==> src/rtl/eaf_pkg.sv <==
package eaf_pkg;
  localparam int unsigned CRC_W = 32;
  localparam logic [CRC_W-1:0] CRC_POLY = 32'hEDB88320;
  localparam logic [CRC_W-1:0] CRC_SEED = 32'hFFFFFFFF;

  // Advance a reflected CRC by one byte, least significant bit first.
  function automatic logic [CRC_W-1:0] crc_step(input logic [CRC_W-1:0] c_in,
                                                input logic [7:0]       d);
    logic [CRC_W-1:0] c;
    c = c_in;
    for (int b = 0; b < 8; b++) begin
      if (c[0] ^ d[b]) c = (c >> 1) ^ CRC_POLY;
      else             c = c >> 1;
    end
    return c;
  endfunction
endpackage

==> src/rtl/eaf_crc.sv <==
module eaf_crc
  import eaf_pkg::*;
(
  input  logic             clk,
  input  logic             rst_n,
  input  logic             take,
  input  logic             first,
  input  logic [7:0]       data,
  output logic [CRC_W-1:0] crc_upd
);
  logic [CRC_W-1:0] crc_q, crc_d, crc_base;

  always_comb begin
    crc_base = first ? CRC_SEED : crc_q;
    crc_upd  = crc_step(crc_base, data);
    crc_d    = crc_q;
    if (take) crc_d = crc_upd;
  end

  always_ff @(posedge clk or negedge rst_n) begin
    if (!rst_n) crc_q <= CRC_SEED;
    else        crc_q <= crc_d;
  end

  // the running CRC only moves on a taken address byte
  assert_crc_hold_R10: assert property (@(posedge clk) disable iff (!rst_n)
    !take |=> $stable(crc_q));
endmodule

==> src/rtl/eaf_addr_track.sv <==
module eaf_addr_track #(
  parameter int unsigned ADDR_BYTES = 6
) (
  input  logic                    clk,
  input  logic                    rst_n,
  input  logic                    byte_vld,
  input  logic                    sof,
  input  logic [7:0]              byte_in,
  input  logic [8*ADDR_BYTES-1:0] station_addr,
  output logic                    take,
  output logic                    first,
  output logic                    last,
  output logic                    match_upd,
  output logic                    ones_upd,
  output logic                    group_upd
);
  localparam int unsigned CW = $clog2(ADDR_BYTES + 1);
  localparam logic [CW-1:0] FULL  = CW'(ADDR_BYTES);
  localparam logic [CW-1:0] FINAL = CW'(ADDR_BYTES - 1);

  logic [CW-1:0] cnt_q, cnt_d, base;
  logic          match_q, ones_q, group_q;
  logic          match_d, ones_d, group_d;
  logic [7:0]    stn_byte;

  always_comb begin
    stn_byte = '0;
    for (int i = 0; i < ADDR_BYTES; i++)
      if (base == CW'(i)) stn_byte = station_addr[8*(ADDR_BYTES-1-i) +: 8];
  end

  always_comb begin
    base      = sof ? '0 : cnt_q;
    take      = byte_vld && (base < FULL);
    first     = (base == '0);
    last      = (base == FINAL);
    match_upd = (first | match_q) & (byte_in == stn_byte);
    ones_upd  = (first | ones_q) & (byte_in == 8'hFF);
    group_upd = first ? byte_in[0] : group_q;
    cnt_d   = cnt_q;
    match_d = match_q;
    ones_d  = ones_q;
    group_d = group_q;
    if (take) begin
      cnt_d   = base + 1'b1;
      match_d = match_upd;
      ones_d  = ones_upd;
      group_d = group_upd;
    end
  end

  always_ff @(posedge clk or negedge rst_n) begin
    if (!rst_n) begin
      cnt_q   <= FULL;
      match_q <= 1'b0;
      ones_q  <= 1'b0;
      group_q <= 1'b0;
    end else begin
      cnt_q   <= cnt_d;
      match_q <= match_d;
      ones_q  <= ones_d;
      group_q <= group_d;
    end
  end

  // the byte count saturates once the address is complete
  assert_cnt_range_R10: assert property (@(posedge clk) disable iff (!rst_n)
    cnt_q <= FULL);
  // a frame start always restarts counting at one byte taken
  assert_restart_R11: assert property (@(posedge clk) disable iff (!rst_n)
    (byte_vld && sof) |=> (cnt_q == CW'(1)));
endmodule

==> src/rtl/eaf_hash_lookup.sv <==
module eaf_hash_lookup
  import eaf_pkg::*;
#(
  parameter int unsigned HASH_BITS = 6
) (
  input  logic [CRC_W-1:0]          crc,
  input  logic [(1<<HASH_BITS)-1:0] table_bits,
  output logic                      hit
);
  localparam int unsigned SEL_BITS = (HASH_BITS > 3) ? HASH_BITS - 3 : 1;
  logic [HASH_BITS-1:0] idx;
  logic [7:0]           tbl_byte;

  assign idx = crc[CRC_W-1 -: HASH_BITS];

  generate
    if (HASH_BITS > 3) begin : g_bytewise
      logic [SEL_BITS-1:0] byte_sel;
      assign byte_sel = idx[HASH_BITS-1 -: SEL_BITS];
      assign tbl_byte = table_bits[8*byte_sel +: 8];
      assign hit      = tbl_byte[idx[2:0]];
    end else begin : g_flat
      assign tbl_byte = '0;
      assign hit      = table_bits[idx];
    end
  endgenerate
endmodule

==> src/rtl/eaf_filter.sv <==
module eaf_filter
  import eaf_pkg::*;
#(
  parameter int unsigned ADDR_BYTES = 6,
  parameter int unsigned HASH_BITS  = 6
) (
  input  logic                      clk,
  input  logic                      rst_n,
  input  logic                      byte_vld,
  input  logic                      sof,
  input  logic [7:0]                byte_in,
  input  logic [8*ADDR_BYTES-1:0]   station_addr,
  input  logic [(1<<HASH_BITS)-1:0] hash_tbl,
  input  logic                      promisc,
  input  logic                      all_mcast,
  output logic                      dec_valid,
  output logic                      keep,
  output logic                      is_bcast,
  output logic                      is_mcast
);
  logic             take, first, last, match_upd, ones_upd, group_upd, hit;
  logic [CRC_W-1:0] crc_upd;
  logic             dv_q, keep_q, bc_q, mc_q;
  logic             dv_d, keep_d, bc_d, mc_d;

  eaf_addr_track #(.ADDR_BYTES(ADDR_BYTES)) u_track (
    .clk(clk), .rst_n(rst_n), .byte_vld(byte_vld), .sof(sof), .byte_in(byte_in),
    .station_addr(station_addr), .take(take), .first(first), .last(last),
    .match_upd(match_upd), .ones_upd(ones_upd), .group_upd(group_upd));

  eaf_crc u_crc (
    .clk(clk), .rst_n(rst_n), .take(take), .first(first), .data(byte_in),
    .crc_upd(crc_upd));

  eaf_hash_lookup #(.HASH_BITS(HASH_BITS)) u_hash (
    .crc(crc_upd), .table_bits(hash_tbl), .hit(hit));

  always_comb begin
    dv_d   = dv_q;
    keep_d = keep_q;
    bc_d   = bc_q;
    mc_d   = mc_q;
    if (take && last) begin
      dv_d   = 1'b1;
      bc_d   = ones_upd;
      mc_d   = group_upd & ~ones_upd;
      keep_d = promisc | ones_upd | match_upd | (group_upd & (all_mcast | hit));
    end else if (byte_vld && sof) begin
      dv_d   = 1'b0;
      keep_d = 1'b0;
      bc_d   = 1'b0;
      mc_d   = 1'b0;
    end
  end

  always_ff @(posedge clk or negedge rst_n) begin
    if (!rst_n) begin
      dv_q   <= 1'b0;
      keep_q <= 1'b0;
      bc_q   <= 1'b0;
      mc_q   <= 1'b0;
    end else begin
      dv_q   <= dv_d;
      keep_q <= keep_d;
      bc_q   <= bc_d;
      mc_q   <= mc_d;
    end
  end

  assign dec_valid = dv_q;
  assign keep      = keep_q;
  assign is_bcast  = bc_q;
  assign is_mcast  = mc_q;

  // a decision holds until a new frame begins
  assert_hold_R2: assert property (@(posedge clk) disable iff (!rst_n)
    (dv_q && !(byte_vld && sof)) |=> (dv_q && $stable(keep_q) && $stable(bc_q) && $stable(mc_q)));
  // promiscuous mode keeps the frame being decided
  assert_promisc_R9: assert property (@(posedge clk) disable iff (!rst_n)
    (take && last && promisc) |=> (dv_q && keep_q));
  // all-groups mode keeps any group destination
  assert_allmc_R7: assert property (@(posedge clk) disable iff (!rst_n)
    (take && last && group_upd && all_mcast) |=> keep_q);
  // broadcast is kept and never reported as multicast
  assert_bcast_R3: assert property (@(posedge clk) disable iff (!rst_n)
    (dv_q && bc_q) |-> (keep_q && !mc_q));
endmodule

==> config.mk <==
export PLATFORM = sky130hd
export DESIGN_NAME = eaf_filter
export DESIGN_NICKNAME = d
export VERILOG_FILES = /design/src/rtl/eaf_pkg.sv /design/src/rtl/eaf_crc.sv /design/src/rtl/eaf_addr_track.sv /design/src/rtl/eaf_hash_lookup.sv /design/src/rtl/eaf_filter.sv
export SDC_FILE = /design/constraint.sdc
export NUM_CORES = 1
export LEC_CHECK = 0
export ABC_AREA = 1
export BUFFER_PORTS_ARGS = -buffer_cell sky130_fd_sc_hd__buf_2
export CORE_MARGIN = 4
export CORE_UTILIZATION = 57
export CTS_CLUSTER_SIZE = 16
export DETAILED_ROUTE_END_ITERATION = 16
export PLACE_DENSITY = 0.87
export SYNTH_ARGS = -nofsm -noshare
export SYNTH_HDL_FRONTEND = slang
export SYNTH_SLANG_ARGS = --single-unit
export TNS_END_PERCENT = 10
==> constraint.sdc <==
create_clock -name clk -period 4.15 [get_ports clk]
set_clock_uncertainty 0.2 [all_clocks]
set_input_delay 0.2075 -clock clk [delete_from_list [all_inputs] [get_ports clk]]
set_output_delay 0.2075 -clock clk [all_outputs]
set_load 0.03 [all_outputs]
==> flow_summary_export.csv <==
group,metric,value,unit
synthesis,syn_area_per_cell,6.68,um^2
synthesis,synth.top_cells.by_area,"dfstp_2 21%, nand2_1 16%, nand3_1 6.6%, xor2_1 6.5%, nor2_1 6.4%",
synthesis,synthCells,650,
synthesis,synth-seq-cells,42,
placement,portBuffers,129,
finish,multi_input_area,2900,um^2
die,design.core.area,7330,um^2
clocking,cts_resized,0,
global_routing,grtUsageTotal,27.4,%
global_routing,grt-ovfl-total,0,
worst_setup_path,worstSetupPathType,"register to register",
worst_setup_path,startpoint_type,"register",
detailed_routing,first_pass_iters,5,
clocking,clockRootBuffer,"clkbuf_8",
finish,post-route-util,70.2,%
finish,fillers,636,
hold_path,hold_end,"keep",
timing,tightest_slew,0.934,ns
timing,hold_violations,0,
worst_setup_path,path_delay_family,"simple AND/OR/NAND/NOR gates",
global_routing,grt_busiest_layer,"met2",
die,die_x,95.3,um
clocking,postCtsSetupRepairBufs,0,
placement,pre_cts_ws,0.665,ns
timing,fin_setup_tns,0,ns
detailed_routing,routed_wirelength,12500,um
worst_setup_path,crit_arrival,3.55,ns
synthesis,netlist.area_leader.share,20.6,%
clocking,worstSkewPairLatency,0.30,ns
placement,dp_hpwl,9880,um
worst_setup_path,path_buf_inv,2,
timing,slew_viol_final,0,
die,rows,31,
global_routing,antenna_found_initial,0,
die,start_util,59.2,%
synthesis,synth_common_cells,"190 x nand2_1, 74 x nor2_1, 57 x nand3_1",
die,die_y,95.3,um
synthesis,ys_seq_area_share,25.2,%
detailed_routing,ant_nets,0,
power,ir_drop,417,uV
worst_setup_path,max_stage_delay,0.37,ns
global_routing,met2_usage,44.0,%
detailed_routing,drt_iter0_markers,315,
clocking,htreeDepth,2,
detailed_routing,drcViolationCount,0,
worst_setup_path,r2r-start,"u_track.cnt_q[0]",
synthesis,post_synth_instance_area,4340,um^2
timing,finalCriticalPeriod,3.56,ns
hold_path,min_path_type,"primary input to register",
global_routing,grt_max_degree,43,
synthesis,yosysWarnings,0,
synthesis,synth_top_flop_cell,"dfstp_2",
hold_path,hp-start,"all_mcast",
clocking,cts_sinks,42,
timing,max_slew_margin,37.8,%
worst_setup_path,reg2reg_depth,22,
clocking,cts_tree,"done",
worst_setup_path,end_kind,"register",
synthesis,synthesis.nets,781,
global_routing,use_met1,38.7,%
global_routing,grt_pass1_wl,19600,um
synthesis,async_reset_ff_share,100,%
detailed_routing,vias,4634,
finish,nets,899,
run_status,outcome,"finished, final reports clean",
timing,fin_crit_sh,85.8,%
synthesis,synth_edf_count,0,
global_routing,grt_use_met3,4.18,%
power,powerDensity,607,nW/um^2
detailed_routing,wl_per_cell,14.4,um
worst_setup_path,cp.required,4.14,ns
finish,drive_gt1_share,30.2,%
synthesis,synth_cell_types,39,
worst_setup_path,crit_path_cell_trace,"inv_1 > nor2_1 > inv_1 > ha_1 > nand2_4 > nand2_1 > nand2_1 > nand2_1 > nand2_1 > nand2_2 > nand2_1 > nand3_4 > nand2_4 > nand2_1 > nand3_1 > nand2_1 > a21oi_1 > nand2_1 > nand3_1 > nand3_1 > nand2_1 > nand2_1",
die,ios,130,
worst_setup_path,r2r_setup_slack,0.59,ns
worst_setup_path,crit_fanout,17,
detailed_routing,routed_via_density,5.34,
worst_setup_path,cp_slowest_cell,"dfrtp_1",
timing,setup_slack,0.590,ns
finish,diodes,0,
finish,flow.area_growth_from_synthesis,18.5,%
timing,finalSetupViolCount,0,
timing,rsz0062_at_grt,"no",
clocking,clk_path_buf_depth,2,
placement,gp_congestion,0.903,
flow_run,max_cap_violations,0,
clocking,numCtsBuffers,5,
hold_path,hold_depth,5,
clocking,path_clk_slew,0.09,ns
synthesis,synth_most_common_cell,"nand2_1",
power,p_leak,2.67,nW
global_routing,grt_pass1_vias,4159,
die,dieArea,9070,um^2
worst_setup_path,crit_path_frequent_cell,"nand2_1",
synthesis,synth_top_area_cell,"dfstp_2",
worst_setup_path,timing.rr.end,"keep",
timing,timing.fmax,281,MHz
finish,seq_area,1090,um^2
-- worst reg2reg max path: stages (launching register included) --
cell     delay (ns)
dfrtp_1        0.37
inv_1          0.04
nor2_1         0.21
inv_1          0.10
ha_1           0.35
nand2_4        0.28
nand2_1        0.11
nand2_1        0.07
nand2_1        0.16
nand2_1        0.16
nand2_2        0.24
nand2_1        0.19
nand3_4        0.15
nand2_4        0.19
nand2_1        0.07
nand3_1        0.07
nand2_1        0.06
a21oi_1        0.12
nand2_1        0.07
nand3_1        0.07
nand3_1        0.07
nand2_1        0.06
nand2_1        0.04
-- layout make-up --
| class | count | area share, % |
|---|---|---|
| multi-input cells | 524 | 56.3 |
| clock buffers | 6 | 1.41 |
| flip-flops and latches | 42 | 21.3 |
| repair buffers | 135 | 13.5 |
| well taps | 99 | 2.41 |
| inverters | 60 | 4.38 |
| clock inverters | 2 | 0.730 |
-- layout by cell type, fill, tap and decap left out, drive strengths merged, types with 2 or more instances in the layout --
master / instances
dfrtp: 8
nor3: 6
o21ai: 57
nand2: 215
ha: 5
nor2: 75
o211ai: 11
nand4: 2
xnor2: 18
clkbuf: 6
nand3: 61
inv: 56
xor2: 41
nand3b: 7
dfstp: 34
or2: 11
buf: 134
clkinv: 4
a21oi: 8
-- logic make-up after synthesis --
kind of cell | Yosys count | synth area share, %
compound gates | 82 | 10.5
xor+xnor | 59 | 14.9
fa+ha+maj | 5 | 1.44
buf+inv | 84 | 8.19
flops | 42 | 25.2
simple gates | 378 | 39.7
-- metrics by stage --
| stage | cell area [um^2] | hold WS (ns) | cells | total power, mW |
|---|---|---|---|---|
| floorplan | 4340 | -0.288 | 650 | 2.31 |
| global placement | 5020 | 0.186 | 859 | 2.70 |
| detailed placement | 5020 | 0.192 | 859 | 2.76 |
| CTS | 5140 | 0.0176 | 868 | 3.11 |
| global route | 5140 | 0.0439 | 868 | 3.38 |
| finish | 5140 | 0.0164 | 868 | 3.12 |
-- registers in the layout (all words and copies together) (netlist names) --
name / flops
keep: 1
u_track.cnt_q: 3
u_track.match_q: 1
is_bcast: 1
u_crc.crc_q: 32
u_track.ones_q: 1
is_mcast: 1
u_track.group_q: 1
dec_valid: 1
-- worst max-delay path by stage --
stage          endpoint        startpoint  depth (start not counted)
4_1_cts            keep  u_track.cnt_q[0]                         22
6_report           keep  u_track.cnt_q[0]                         22
2_1_floorplan      keep  u_track.cnt_q[0]                         22
3_5_place_dp       keep  u_track.cnt_q[0]                         22
3_3_place_gp       keep  u_track.cnt_q[0]                         22
5_1_grt            keep  u_track.cnt_q[0]                         20
-- power breakdown --
| group | leakage [nW] | internal [mW] | total [mW] | switching (mW) |
|---|---|---|---|---|
| logic | 2.15 | 0.744 | 2.02 | 1.28 |
| registers | 0.462 | 0.682 | 0.767 | 0.0851 |
| clock network | 0.0514 | 0.180 | 0.336 | 0.156 |
| total | 2.67 | 1.61 | 3.12 | 1.52 |
-- routing by layer --
layer / share of wire [%] / wire length, um / vias up
met3: 7.2 / 908 / 16
met4: 1.1 / 133 / 0
met1: 43 / 5400 / 2158
li1: - / - / 2292
met2: 49 / 6100 / 168
met5: 0 / 0 / -
-- timing repair --
item | CTS | global route
hold endpoints to repair | 8 | 0
hold buffers | 1 | 0
setup endpoints to repair | 0 | 0
Power figures use the tool's default switching activity.
